[src/rtl/aclink_pkg.sv]
package aclink_pkg;

  // Phase of the next bit time, decoded from the frame counter.
  typedef enum logic [1:0] {
    PH_LOAD  = 2'd0,  // frame boundary: capture request, load slot image
    PH_SHIFT = 2'd1,  // command bits leave the shift register
    PH_IDLE  = 2'd2   // audio slots: line held low
  } tx_phase_e;

endpackage

[src/rtl/aclink_frame_timer.sv]
module aclink_frame_timer
  import aclink_pkg::*;
#(
  parameter int FRAME_BITS = 256,
  parameter int SYNC_BITS  = 16,
  parameter int CMD_BITS   = 56
) (
  input  logic      clk,
  input  logic      rst,
  output logic      sync_o,
  output tx_phase_e phase_o
);

  localparam int CNT_W = $clog2(FRAME_BITS);

  logic [CNT_W-1:0] cnt_q;
  logic [CNT_W-1:0] cnt_n;
  logic             sync_q;

  // The counter value after this edge selects what the outputs show next.
  always_comb begin
    if (cnt_q == CNT_W'(FRAME_BITS - 1)) cnt_n = '0;
    else                                 cnt_n = cnt_q + 1'b1;
  end

  always_comb begin
    if (cnt_n == '0)                          phase_o = PH_LOAD;
    else if (cnt_n <= CNT_W'(CMD_BITS))       phase_o = PH_SHIFT;
    else                                      phase_o = PH_IDLE;
  end

  always_ff @(posedge clk) begin
    if (rst) begin
      cnt_q  <= CNT_W'(FRAME_BITS - 1);
      sync_q <= 1'b0;
    end else begin
      cnt_q  <= cnt_n;
      sync_q <= (cnt_n < CNT_W'(SYNC_BITS));
    end
  end

  assign sync_o = sync_q;

endmodule

[src/rtl/aclink_cmd_builder.sv]
module aclink_cmd_builder #(
  parameter int TAG_W  = 16,
  parameter int SLOT_W = 20,
  parameter int IDX_W  = 7,
  parameter int DATA_W = 16,
  localparam int IMG_W = TAG_W + 2 * SLOT_W
) (
  input  logic              clk,
  input  logic              rst,
  input  logic              load,
  input  logic              req_valid,
  input  logic              req_read,
  input  logic [IDX_W-1:0]  req_index,
  input  logic [DATA_W-1:0] req_wdata,
  output logic [IMG_W-1:0]  image_o,
  output logic              accept_o
);

  logic [TAG_W-1:0]  tag;
  logic [SLOT_W-1:0] addr_slot;
  logic [SLOT_W-1:0] data_slot;
  logic              accept_q;

  // Reserved fields stay at the zero default; only live fields are written.
  always_comb begin
    tag       = '0;
    addr_slot = '0;
    data_slot = '0;
    if (req_valid) begin
      tag[TAG_W-1] = 1'b1;                       // frame valid
      tag[TAG_W-2] = 1'b1;                       // address slot valid
      tag[TAG_W-3] = ~req_read;                  // data slot valid on writes
      addr_slot[SLOT_W-1]           = req_read;
      addr_slot[SLOT_W-2 -: IDX_W]  = req_index;
      if (!req_read) data_slot[SLOT_W-1 -: DATA_W] = req_wdata;
    end
  end

  assign image_o = {tag, addr_slot, data_slot};

  always_ff @(posedge clk) begin
    if (rst) accept_q <= 1'b0;
    else     accept_q <= load & req_valid;
  end

  assign accept_o = accept_q;

endmodule

[src/rtl/aclink_slot_shifter.sv]
module aclink_slot_shifter
  import aclink_pkg::*;
#(
  parameter int IMG_W = 56
) (
  input  logic             clk,
  input  logic             rst,
  input  tx_phase_e        phase,
  input  logic [IMG_W-1:0] image,
  output logic             sdata_o
);

  logic [IMG_W-1:0] shreg_q;
  logic             sdata_q;

  always_ff @(posedge clk) begin
    if (rst) begin
      shreg_q <= '0;
      sdata_q <= 1'b0;
    end else begin
      case (phase)
        PH_LOAD: begin
          shreg_q <= image;
          sdata_q <= 1'b0;
        end
        PH_SHIFT: begin
          sdata_q <= shreg_q[IMG_W-1];
          shreg_q <= {shreg_q[IMG_W-2:0], 1'b0};
        end
        default: begin
          sdata_q <= 1'b0;
        end
      endcase
    end
  end

  assign sdata_o = sdata_q;

endmodule

[src/rtl/aclink_cmd_tx.sv]
module aclink_cmd_tx
  import aclink_pkg::*;
#(
  parameter int TAG_W     = 16,
  parameter int SLOT_W    = 20,
  parameter int NUM_SLOTS = 12,
  parameter int IDX_W     = 7,
  parameter int DATA_W    = 16
) (
  input  logic              bit_clk,
  input  logic              rst,
  input  logic              req_valid,
  input  logic              req_read,
  input  logic [IDX_W-1:0]  req_index,
  input  logic [DATA_W-1:0] req_wdata,
  output logic              req_accept,
  output logic              sync_o,
  output logic              sdata_o
);

  localparam int FRAME_BITS = TAG_W + NUM_SLOTS * SLOT_W;
  localparam int CMD_BITS   = TAG_W + 2 * SLOT_W;

  tx_phase_e            phase;
  logic                 load_en;
  logic [CMD_BITS-1:0]  image;

  assign load_en = (phase == PH_LOAD);

  aclink_frame_timer #(
    .FRAME_BITS (FRAME_BITS),
    .SYNC_BITS  (TAG_W),
    .CMD_BITS   (CMD_BITS)
  ) u_timer (
    .clk     (bit_clk),
    .rst     (rst),
    .sync_o  (sync_o),
    .phase_o (phase)
  );

  aclink_cmd_builder #(
    .TAG_W  (TAG_W),
    .SLOT_W (SLOT_W),
    .IDX_W  (IDX_W),
    .DATA_W (DATA_W)
  ) u_builder (
    .clk       (bit_clk),
    .rst       (rst),
    .load      (load_en),
    .req_valid (req_valid),
    .req_read  (req_read),
    .req_index (req_index),
    .req_wdata (req_wdata),
    .image_o   (image),
    .accept_o  (req_accept)
  );

  aclink_slot_shifter #(
    .IMG_W (CMD_BITS)
  ) u_shifter (
    .clk     (bit_clk),
    .rst     (rst),
    .phase   (phase),
    .image   (image),
    .sdata_o (sdata_o)
  );

endmodule

[config.mk]
export PLATFORM = sky130hd
export DESIGN_NAME = aclink_cmd_tx
export DESIGN_NICKNAME = d
export VERILOG_FILES = /design/src/rtl/aclink_pkg.sv /design/src/rtl/aclink_frame_timer.sv /design/src/rtl/aclink_cmd_builder.sv /design/src/rtl/aclink_slot_shifter.sv /design/src/rtl/aclink_cmd_tx.sv
export SDC_FILE = /design/constraint.sdc
export NUM_CORES = 1
export LEC_CHECK = 0
export ABC_AREA = 1
export CORE_ASPECT_RATIO = 1.75
export CORE_MARGIN = 4
export CORE_UTILIZATION = 50
export DETAILED_ROUTE_END_ITERATION = 10
export DONT_BUFFER_PORTS = 1
export SLEW_MARGIN = 5
export SYNTH_ARGS = -nofsm -noshare
export SYNTH_HDL_FRONTEND = slang
export SYNTH_SLANG_ARGS = --single-unit
export TNS_END_PERCENT = 5
[constraint.sdc]
create_clock -name bit_clk -period 3.1 [get_ports bit_clk]
set_input_delay 0.62 -clock bit_clk [delete_from_list [all_inputs] [get_ports bit_clk]]
set_output_delay 0.62 -clock bit_clk [all_outputs]
set_load 0.01 [all_outputs]
After elaboration in Yosys (flattened, before gate mapping). Cells that the tools add are included. Widths: inputs -> output; s select.

Add/subtract/negate cells: 1. $lt $le $gt $ge: 2. Equality and inequality tests: 2. Muxes and demuxes: 8. Bitwise logic cells: 3. Reductions and logical operators: 4.

Operators by type and width (number): $pmux 56 s2 (1); $mux 16 (2); $mux 8 (2); $add 8x1->8 const B (1); $eq 8x8->1 const B (1); $le 8x6->1 const B (1); $logic_not 8->1 (1); $lt 8x5->1 const B (1); $mux 2 (2); $mux 3 (1); $eq 2x1->1 const B (1); $logic_not 2->1 (1); $not 1->1 (2); $reduce_bool 2->1 (1); $reduce_or 2->1 (1); $and 1x1->1 (1).

Register bits after elaboration: 67. Input bits: 27. Output and inout bits: 3. Logic and storage cells: 25.

Longest topological paths before layout. Gate-level depths: netlist of the first run.

Word-level depth: 8. Mapped depth: 13. Mapped depth without buffers: 12.

By module. Synthesis of the first run repeated with hierarchy kept, for this count alone.

Cell total of the unflattened synthesis: 641. Area total of the unflattened synthesis: 3943.8 µm².

Modules (own cells, without submodules): aclink_slot_shifter (instances 1, cells each 480, area an instance 2852.7 µm², seq. area each 1141.1 µm²); aclink_cmd_builder (instances 1, cells each 88, area an instance 570.5 µm², seq. area each 20.0 µm²); aclink_frame_timer (instances 1, cells each 72, area an instance 516.7 µm², seq. area each 180.2 µm²); aclink_cmd_tx (instances 1, cells each 1, area an instance 3.8 µm², seq. area each 0.0 µm²).

Worst setup path after synthesis of the first run. Ideal clock, no wire load.

Kind: reg-to-reg. Start: reg u_timer.cnt_q[0]. End: reg u_shifter.shreg_q[11]. Library setup time: 0.119 ns. Arrival time: 1.658 ns. Data required time: 2.981 ns. Slack: 1.323 ns. Stages on the path, launching flop included: 12. Path buffers: 1. Period minus slack after synthesis: 1.777 ns. Cell sequence: dfxtp_1 ha_1 nand2_2 nor2_2 nand2_1 nand2_1 nand2_1 nor2_2 nand4_4 buf_2 a21oi_1 a21oi_1.

Word-level cells in the longest chain between the ends: 7. Elaborated cells on any way between the ends: 11. Those cells by class: add/sub: 1; order compare: 1; eq/ne: 2; mux: 4; reduce/logical: 3.

RTL lines: start: declaration (line aclink_frame_timer.sv:16) `logic [CNT_W-1:0] cnt_q;`; start signal: assignment (line aclink_frame_timer.sv:34) `cnt_q <= CNT_W'(FRAME_BITS - 1);`; start signal: assignment (line aclink_frame_timer.sv:37) `cnt_q <= cnt_n;`; $add 8x1->8 or $eq 8x8->1 (tied branches) (line aclink_frame_timer.sv:23, aclink_frame_timer.sv:22); $mux 8 * (line aclink_frame_timer.sv:22) `if (cnt_q == CNT_W'(FRAME_BITS - 1)) cnt_n = '0;`; $le 8x6->1 (line aclink_frame_timer.sv:28) `else if (cnt_n <= CNT_W'(CMD_BITS)) phase_o = PH_SHIFT;`; $mux 2 (line aclink_frame_timer.sv:28); $mux 2 * (line aclink_frame_timer.sv:27) `if (cnt_n == '0) phase_o = PH_LOAD;`; $eq 2x1->1 or $logic_not 2->1 (tied branches) (line aclink_slot_shifter.sv:21) `case (phase)`; $pmux 56 s2 or $reduce_bool 2->1 (tied branches); end signal: assignment (line aclink_slot_shifter.sv:23) `shreg_q <= image;`; end signal: assignment (line aclink_slot_shifter.sv:28) `shreg_q <= {shreg_q[IMG_W-2:0], 1'b0};`; end: declaration (line aclink_slot_shifter.sv:13) `logic [IMG_W-1:0] shreg_q;`.

Mark *: on every way between the ends. The rest lies on a longest branch, timed or not. The select of a mux whose other input is x is not followed. A chain may end at the register's enable or synchronous reset.

Worst setup path after layout of the first run.
Start: reg u_timer.cnt_q[0]. End: reg u_shifter.shreg_q[16].

The elaborated chain is that of the path after synthesis.

==> reports/qor.txt, run 1 <==
Largest net degree at the start of global routing: 52
Initial Util: 0.524
Hold buffers post-CTS: 0
Worst-Skew Late Latency: 0.33 ns
Post-synth net total: 403
DIE HEIGHT: 107 um
WP data arrival: 2.46 ns
H-tree depth: 3
Final setup violation count: 0
Crit-path max cell delay: 0.41 ns
Routed vias/inst: 5.39
Seq/Total Area, Yosys: 0.451
Initial antenna violation count: 0
Worst R2R Path Depth: 11
Outcome: complete, no violations
Yosys reg bits: 63
Number of global-route vias before repair: 2194
Max Slew Vio Count: 0
Slowest cell on crit path: dfxtp_1
Total global-route track usage: 0.179
Pre-Repair DR Iteration Count: 4
Prevailing post-synth register cell: dfxtp_1
Io pins: 30
Worst IR drop on VDD: 513 uV
Maxcap violations: 0
Reg clk slew, reported paths: 0.07 ns
Area share of fa/ha/maj cells after synthesis: 0.00447
FILL cells: 554
Number of enable flip-flop cells after synthesis: 0
NetSw: 0.00104 W
Static Leak: 1.22 nW
Synth Area in Simple Gates: 0.270
Post-Route Setup TNS: 0 ns
Clk buf depth: 2
Share of layout cells above drive strength 1: 0.0870
Reg-to-reg slack, setup: 0.91 ns
Worst Hold Depth: 1
Post-route DRC: 0
Sink Count: 63
Most frequent cells in the layout: nand2_1 (86), a21oi_1 (77), dfxtp_1 (63)
WP data required: 3.36 ns
Post-CTS sizing: 0
Yosys warns: 0
Cell area after synthesis: 0.00280 mm^2
Final period utilization: 0.708
Ant diodes: 0
GPL Wtd Cong: 0.800
Row cnt: 35
Setup crit end: u_shifter.shreg_q[16]
Cell family with most CP delay: simple AND/OR/NAND/NOR gates
Hold Violations, Final: 0
Xor and xnor area share after synthesis: 0.00313
Synth-to-Final Area Change: 6.97%
DP HPWL: 3840 um
Avg WL per Cell: 13.3 um
Initial DRC Count: 150
Crit-path max FO: 31
Crit path top cell by count: nand2_2
Fraction of registers with async set or reset after synthesis: 0
Compound-cell area share of the yosys netlist: 0.192
Clock network fraction of total power: 0.269
Pwr per Cell Area: 945 mW/mm^2
FF-to-FF Start: u_timer.cnt_q[0]
Int Pwr: 0.00179 W
Post CTS Setup Buffer Count: 0
Sw frac: 0.367
Minimum clock period: 2.19 ns
Global-route wire length before repair: 9830 um
Post-DRT Antenna Nets: 0
CP startpoint kind: flop
Crit Path Class: flop to flop
GRT Residual Overflow: 0
Fmax: 456 MHz
Hold Crit Class: input port to flop
R2R Path End: u_shifter.shreg_q[16]
Main combinational cell family by area after synthesis: simple AND/OR/NAND/NOR gates
Critical path depth: 11
Post-synth cell types: 28
TritonCTS buffer count: 9
Register share of total power: 0.406
Worst Max-Slew Pin Slew: 0.922 ns
Worst Skew: 0.00802 ns
Buffer and inverter count on the worst path: 2
Clk root buf: clkbuf_8
NumNets Final: 392
Core Area: 0.00534 mm^2
CTS tree: yes
RSZ-0062 raised after global routing: no
Die width: 64.6 um
Post-Layout Cell Count: 442
Total Routed Length: 5900 um
Cells after DPL: 427
I/O Buffers: 0
Syn Inst Count: 375
Worst setup path start: u_timer.cnt_q[0]
Worst path cell trace: ha_1 -> nand2_2 -> nor2_2 -> nand4_1 -> nand2_2 -> and2_4 -> nand2_4 -> inv_4 -> buf_4 -> o21ai_0 -> a21oi_1
Logic pwr share: 0.324
Multiplexer area fraction after synthesis: 0
Slew headroom: 0.385
Synth Area per Inst: 7.46 um^2
Die area: 0.00691 mm^2
Via count: 2384
Commonest non-fill, non-tap cell in the layout: nand2_1
Crit. End Element: flop
-- metal layers --
layer  up-vias  routed length [um]  GRT usage
li1       1230                   -          -
met1      1104                2580      0.205
met2        41                2990      0.308
met3         9                 247     0.0524
met4         0                  81     0.0681
met5         -                   0          0
-- power by group through the flow --
stage               clock (W)  sequential, W  combinational [W]
CTS                  0.000784        0.00115           0.000931
floorplan                   0        0.00113           0.000827
global route         0.000817        0.00118            0.00104
global placement            0        0.00116           0.000927
finish               0.000762        0.00115           0.000918
detailed placement          0        0.00117           0.000926
-- synth_stat cells, types with 2 or more instances --
library cell,instances,area share
nand3_1,33,0.059
o21ai_1,9,0.016
nor2_2,2,0.0045
buf_6,2,0.0080
nor3b_1,16,0.043
o21ai_0,19,0.034
clkbuf_1,9,0.012
nand4_1,2,0.0045
nand2_1,86,0.12
inv_1,17,0.023
nand2_2,3,0.0067
buf_4,4,0.011
a21oi_1,77,0.14
nand2_4,2,0.0080
nor2_1,8,0.011
dfxtp_1,63,0.45
buf_2,12,0.021
-- sequential cells by signal, indices dropped and copies added (netlist names) --
register	count
u_timer.sync_o	1
u_shifter.shreg_q	52
u_timer.cnt_q	8
u_shifter.sdata_o	1
u_builder.accept_o	1
-- cells by family (layout without fill, tap and decap cells) --
group	Yosys count	in the layout
xor+xnor	1	1
fa+ha+maj	1	1
buf+inv	47	40
flops	63	63
simple gates	157	157
compound gates	106	106
-- cell type report --
type	instances	area [um^2]	share of cell area
Multi-Input combinational cell	265	1310	0.439
Sequential cell	63	1260	0.421
Clock buffer	11	141	0.0472
Tap cell	74	92.6	0.0309
Inverter	20	77.6	0.0259
Clock inverter	4	70.1	0.0234
Timing Repair Buffer	5	37.5	0.0125
-- stage by stage --
step | util | cell area [um^2] | total power, W | worst slack [ns] | hold slack (ns)
after floorplan | - | 2800 | 0.00196 | 1.32 | 0.425
after global placement | 0.521 | 2780 | 0.00209 | 0.934 | 0.442
after detailed placement | 0.521 | 2780 | 0.00209 | 0.896 | 0.440
after CTS | 0.560 | 2990 | 0.00286 | 0.880 | 0.333
after global routing | 0.560 | 2990 | 0.00304 | 0.679 | 0.332
final | 0.560 | 2990 | 0.00283 | 0.906 | 0.351
-- worst min path at each step --
stage                          start               endpoint
6_report                         rst  u_shifter.shreg_q[49]
5_1_grt                          rst  u_shifter.shreg_q[50]
4_1_cts                          rst  u_shifter.shreg_q[49]
3_5_place_dp   u_shifter.shreg_q[55]      u_shifter.sdata_o
3_3_place_gp   u_shifter.shreg_q[55]      u_shifter.sdata_o
2_1_floorplan  u_shifter.shreg_q[55]      u_shifter.sdata_o
Note: power is estimated with default switching activity, not from simulation.
==> run 2: changes to the inputs <==
--- a/config.mk
+++ b/config.mk
@@ -11,6 +11,7 @@
 export CORE_UTILIZATION = 50
 export DETAILED_ROUTE_END_ITERATION = 10
 export DONT_BUFFER_PORTS = 1
+export PLACE_DENSITY = 0.68
 export SLEW_MARGIN = 5
 export SYNTH_ARGS = -nofsm -noshare
 export SYNTH_HDL_FRONTEND = slang
==> constraint.sdc (replaced) <==
create_clock -name bit_clk -period 2 [get_ports bit_clk]
set_input_delay 0.4 -clock bit_clk [delete_from_list [all_inputs] [get_ports bit_clk]]
set_output_delay 0.4 -clock bit_clk [all_outputs]
set_load 0.01 [all_outputs]
==> run 2 against run 1 <==
Utilization up 1.2 points. Register-to-register slack lost 0.77 ns. Sequential cell count stayed put. Combinational power increased by 80%. Via count rose by 1.6%. Largest power group unchanged. Highest routed layer unchanged.
==> reports/qor.txt, run 2 (synthesized netlist as in run 1, its figures left out) <==
Outcome: complete, no violations
Routed vias/inst: 5.44
Post-route DRC: 0
FILL cells: 558
Worst Skew: 0.00531 ns
Row cnt: 35
Post-DRT Antenna Nets: 0
Maxcap violations: 0
DIE HEIGHT: 107 um
Total Routed Length: 6160 um
Ant diodes: 0
Max reg flops: 52
Sink Count: 63
Initial antenna violation count: 0
Area occupied by multi-input gates: 0.00134 mm^2
Via count: 2421
Synth-to-Final Area Change: 9.34%
DP HPWL: 3880 um
Global-route wire length before repair: 10000 um
Hold_sp: rst
Avg WL per Cell: 13.8 um
Initial Util: 0.524
Hold EP: u_shifter.shreg_q[26]
NumNets Final: 396
Final Util: 0.573
CTS tree: yes
Slowest cell on crit path: dfxtp_2
Die area: 0.00691 mm^2
Worst R2R Path Depth: 9
Crit-path max FO: 52
Final period utilization: 0.931
Crit. End Element: flop
GRT Residual Overflow: 0
Register area: 0.00126 mm^2
WP data required: 2.23 ns
TritonCTS buffer count: 9
Share of layout cells above drive strength 1: 0.102
Worst hold margin: 0.125 ns
Commonest non-fill, non-tap cell in the layout: nand2_1
Worst IR drop on VDD: 577 uV
Reg clk slew, reported paths: 0.06 ns
Worst path cell trace: ha_2 -> nand2_2 -> nor2_4 -> nand2_2 -> nand3_1 -> nand4_4 -> buf_12 -> a21oi_1 -> a21oi_1
CP startpoint kind: flop
Worst Max-Slew Pin Slew: 0.515 ns
FF-to-FF Start: u_timer.cnt_q[1]
Hold Crit Class: input port to flop
Biggest regs: u_shifter.shreg_q (52), u_timer.cnt_q (8)
Total global-route track usage: 0.186
Largest net degree at the start of global routing: 53
I/O Buffers: 0
Clk buf depth: 2
Die width: 64.6 um
Hold buffers post-CTS: 0
H-tree depth: 3
Static Leak: 1.24 nW
Slew headroom: 0.655
Number of global-route vias before repair: 2261
Initial DRC Count: 77
Worst Hold Depth: 1
Io pins: 30
Crit-path max cell delay: 0.35 ns
Clk root buf: clkbuf_8
Most frequent cells in the layout: nand2_1 (86), a21oi_1 (76), dfxtp_1 (62)
Fmax: 537 MHz
Max Slew Vio Count: 0
Pre-Repair DR Iteration Count: 4
Pwr per Cell Area: 1440 mW/mm^2
WP data arrival: 2.09 ns
Crit Path Class: flop to flop
Largest reg by FF count: u_shifter.shreg_q
Minimum clock period: 1.86 ns
Hold Violations, Final: 0
R2R Path End: u_shifter.shreg_q[8]
Worst-Skew Late Latency: 0.33 ns
Final setup violation count: 0
Core Area: 0.00534 mm^2
Reg-to-reg slack, setup: 0.14 ns
GPL Wtd Cong: 0.758
## run 2: how the worst max path moves through the flow
stage / endpoint / cells after the start / from / slack [ns]
after global routing: u_shifter.shreg_q[39] / 11 / u_timer.cnt_q[1] / -0.007
after global placement: u_shifter.shreg_q[18] / 12 / u_timer.cnt_q[1] / 0.13
after CTS: u_shifter.shreg_q[6] / 12 / u_timer.cnt_q[1] / 0.05
final: u_shifter.shreg_q[8] / 9 / u_timer.cnt_q[1] / 0.14
after floorplan: u_shifter.shreg_q[11] / 11 / u_timer.cnt_q[0] / 0.22
after detailed placement: u_shifter.shreg_q[6] / 12 / u_timer.cnt_q[1] / 0.06
## run 2: power breakdown
group | switching, W | internal [W]
Combinational | 0.00104 | 0.000609
Clock | 0.000446 | 0.000503
Sequential | 0.000208 | 0.00158
Total | 0.00170 | 0.00270
## run 2: repair_timing
action                                  CTS  global route
endpoints found under the setup margin    0            53
gates resized for setup                   0             7
setup buffers                             0             0
endpoints found under the hold margin     0             0
## run 2: area by class of cell
type / count / share of cell area
multi-input cells: 265 / 0.437
flip-flops and latches: 63 / 0.413
clock buffers: 13 / 0.0519
repair buffers: 9 / 0.0401
well taps: 74 / 0.0303
inverters: 20 / 0.0262
clock inverters: 1 / 0.00164
## run 2: through the flow
stage	setup slack [ns]	power [W]	TNS (ns)	std cells	instance area, um^2
floorplan	0.223	0.00303	0	375	2800
global placement	0.133	0.00332	0	430	2840
detailed placement	0.0614	0.00336	0	430	2840
CTS	0.0511	0.00432	0	444	3010
global route	-0.00733	0.00471	-0.0163	445	3060
finish	0.138	0.00439	0	445	3060
## run 2: worst max-delay path, delay by kind of cell (launching register included)
kind,cells,cell delay (ns)
AOI/OAI and AO/OA,2,0.25
adders and majority gates,1,0.19
DFF,1,0.35
and+or+nand+nor,5,0.70
buffers and inverters,1,0.23
## run 2: layer usage
| metal | vias up | part of all wire | global-route usage |
|---|---|---|---|
| met5 | - | 0 | 0 |
| met4 | 0 | 0.023 | 0.0772 |
| met3 | 10 | 0.031 | 0.0556 |
| met2 | 37 | 0.53 | 0.330 |
| met1 | 1138 | 0.41 | 0.201 |
| li1 | 1236 | - | - |
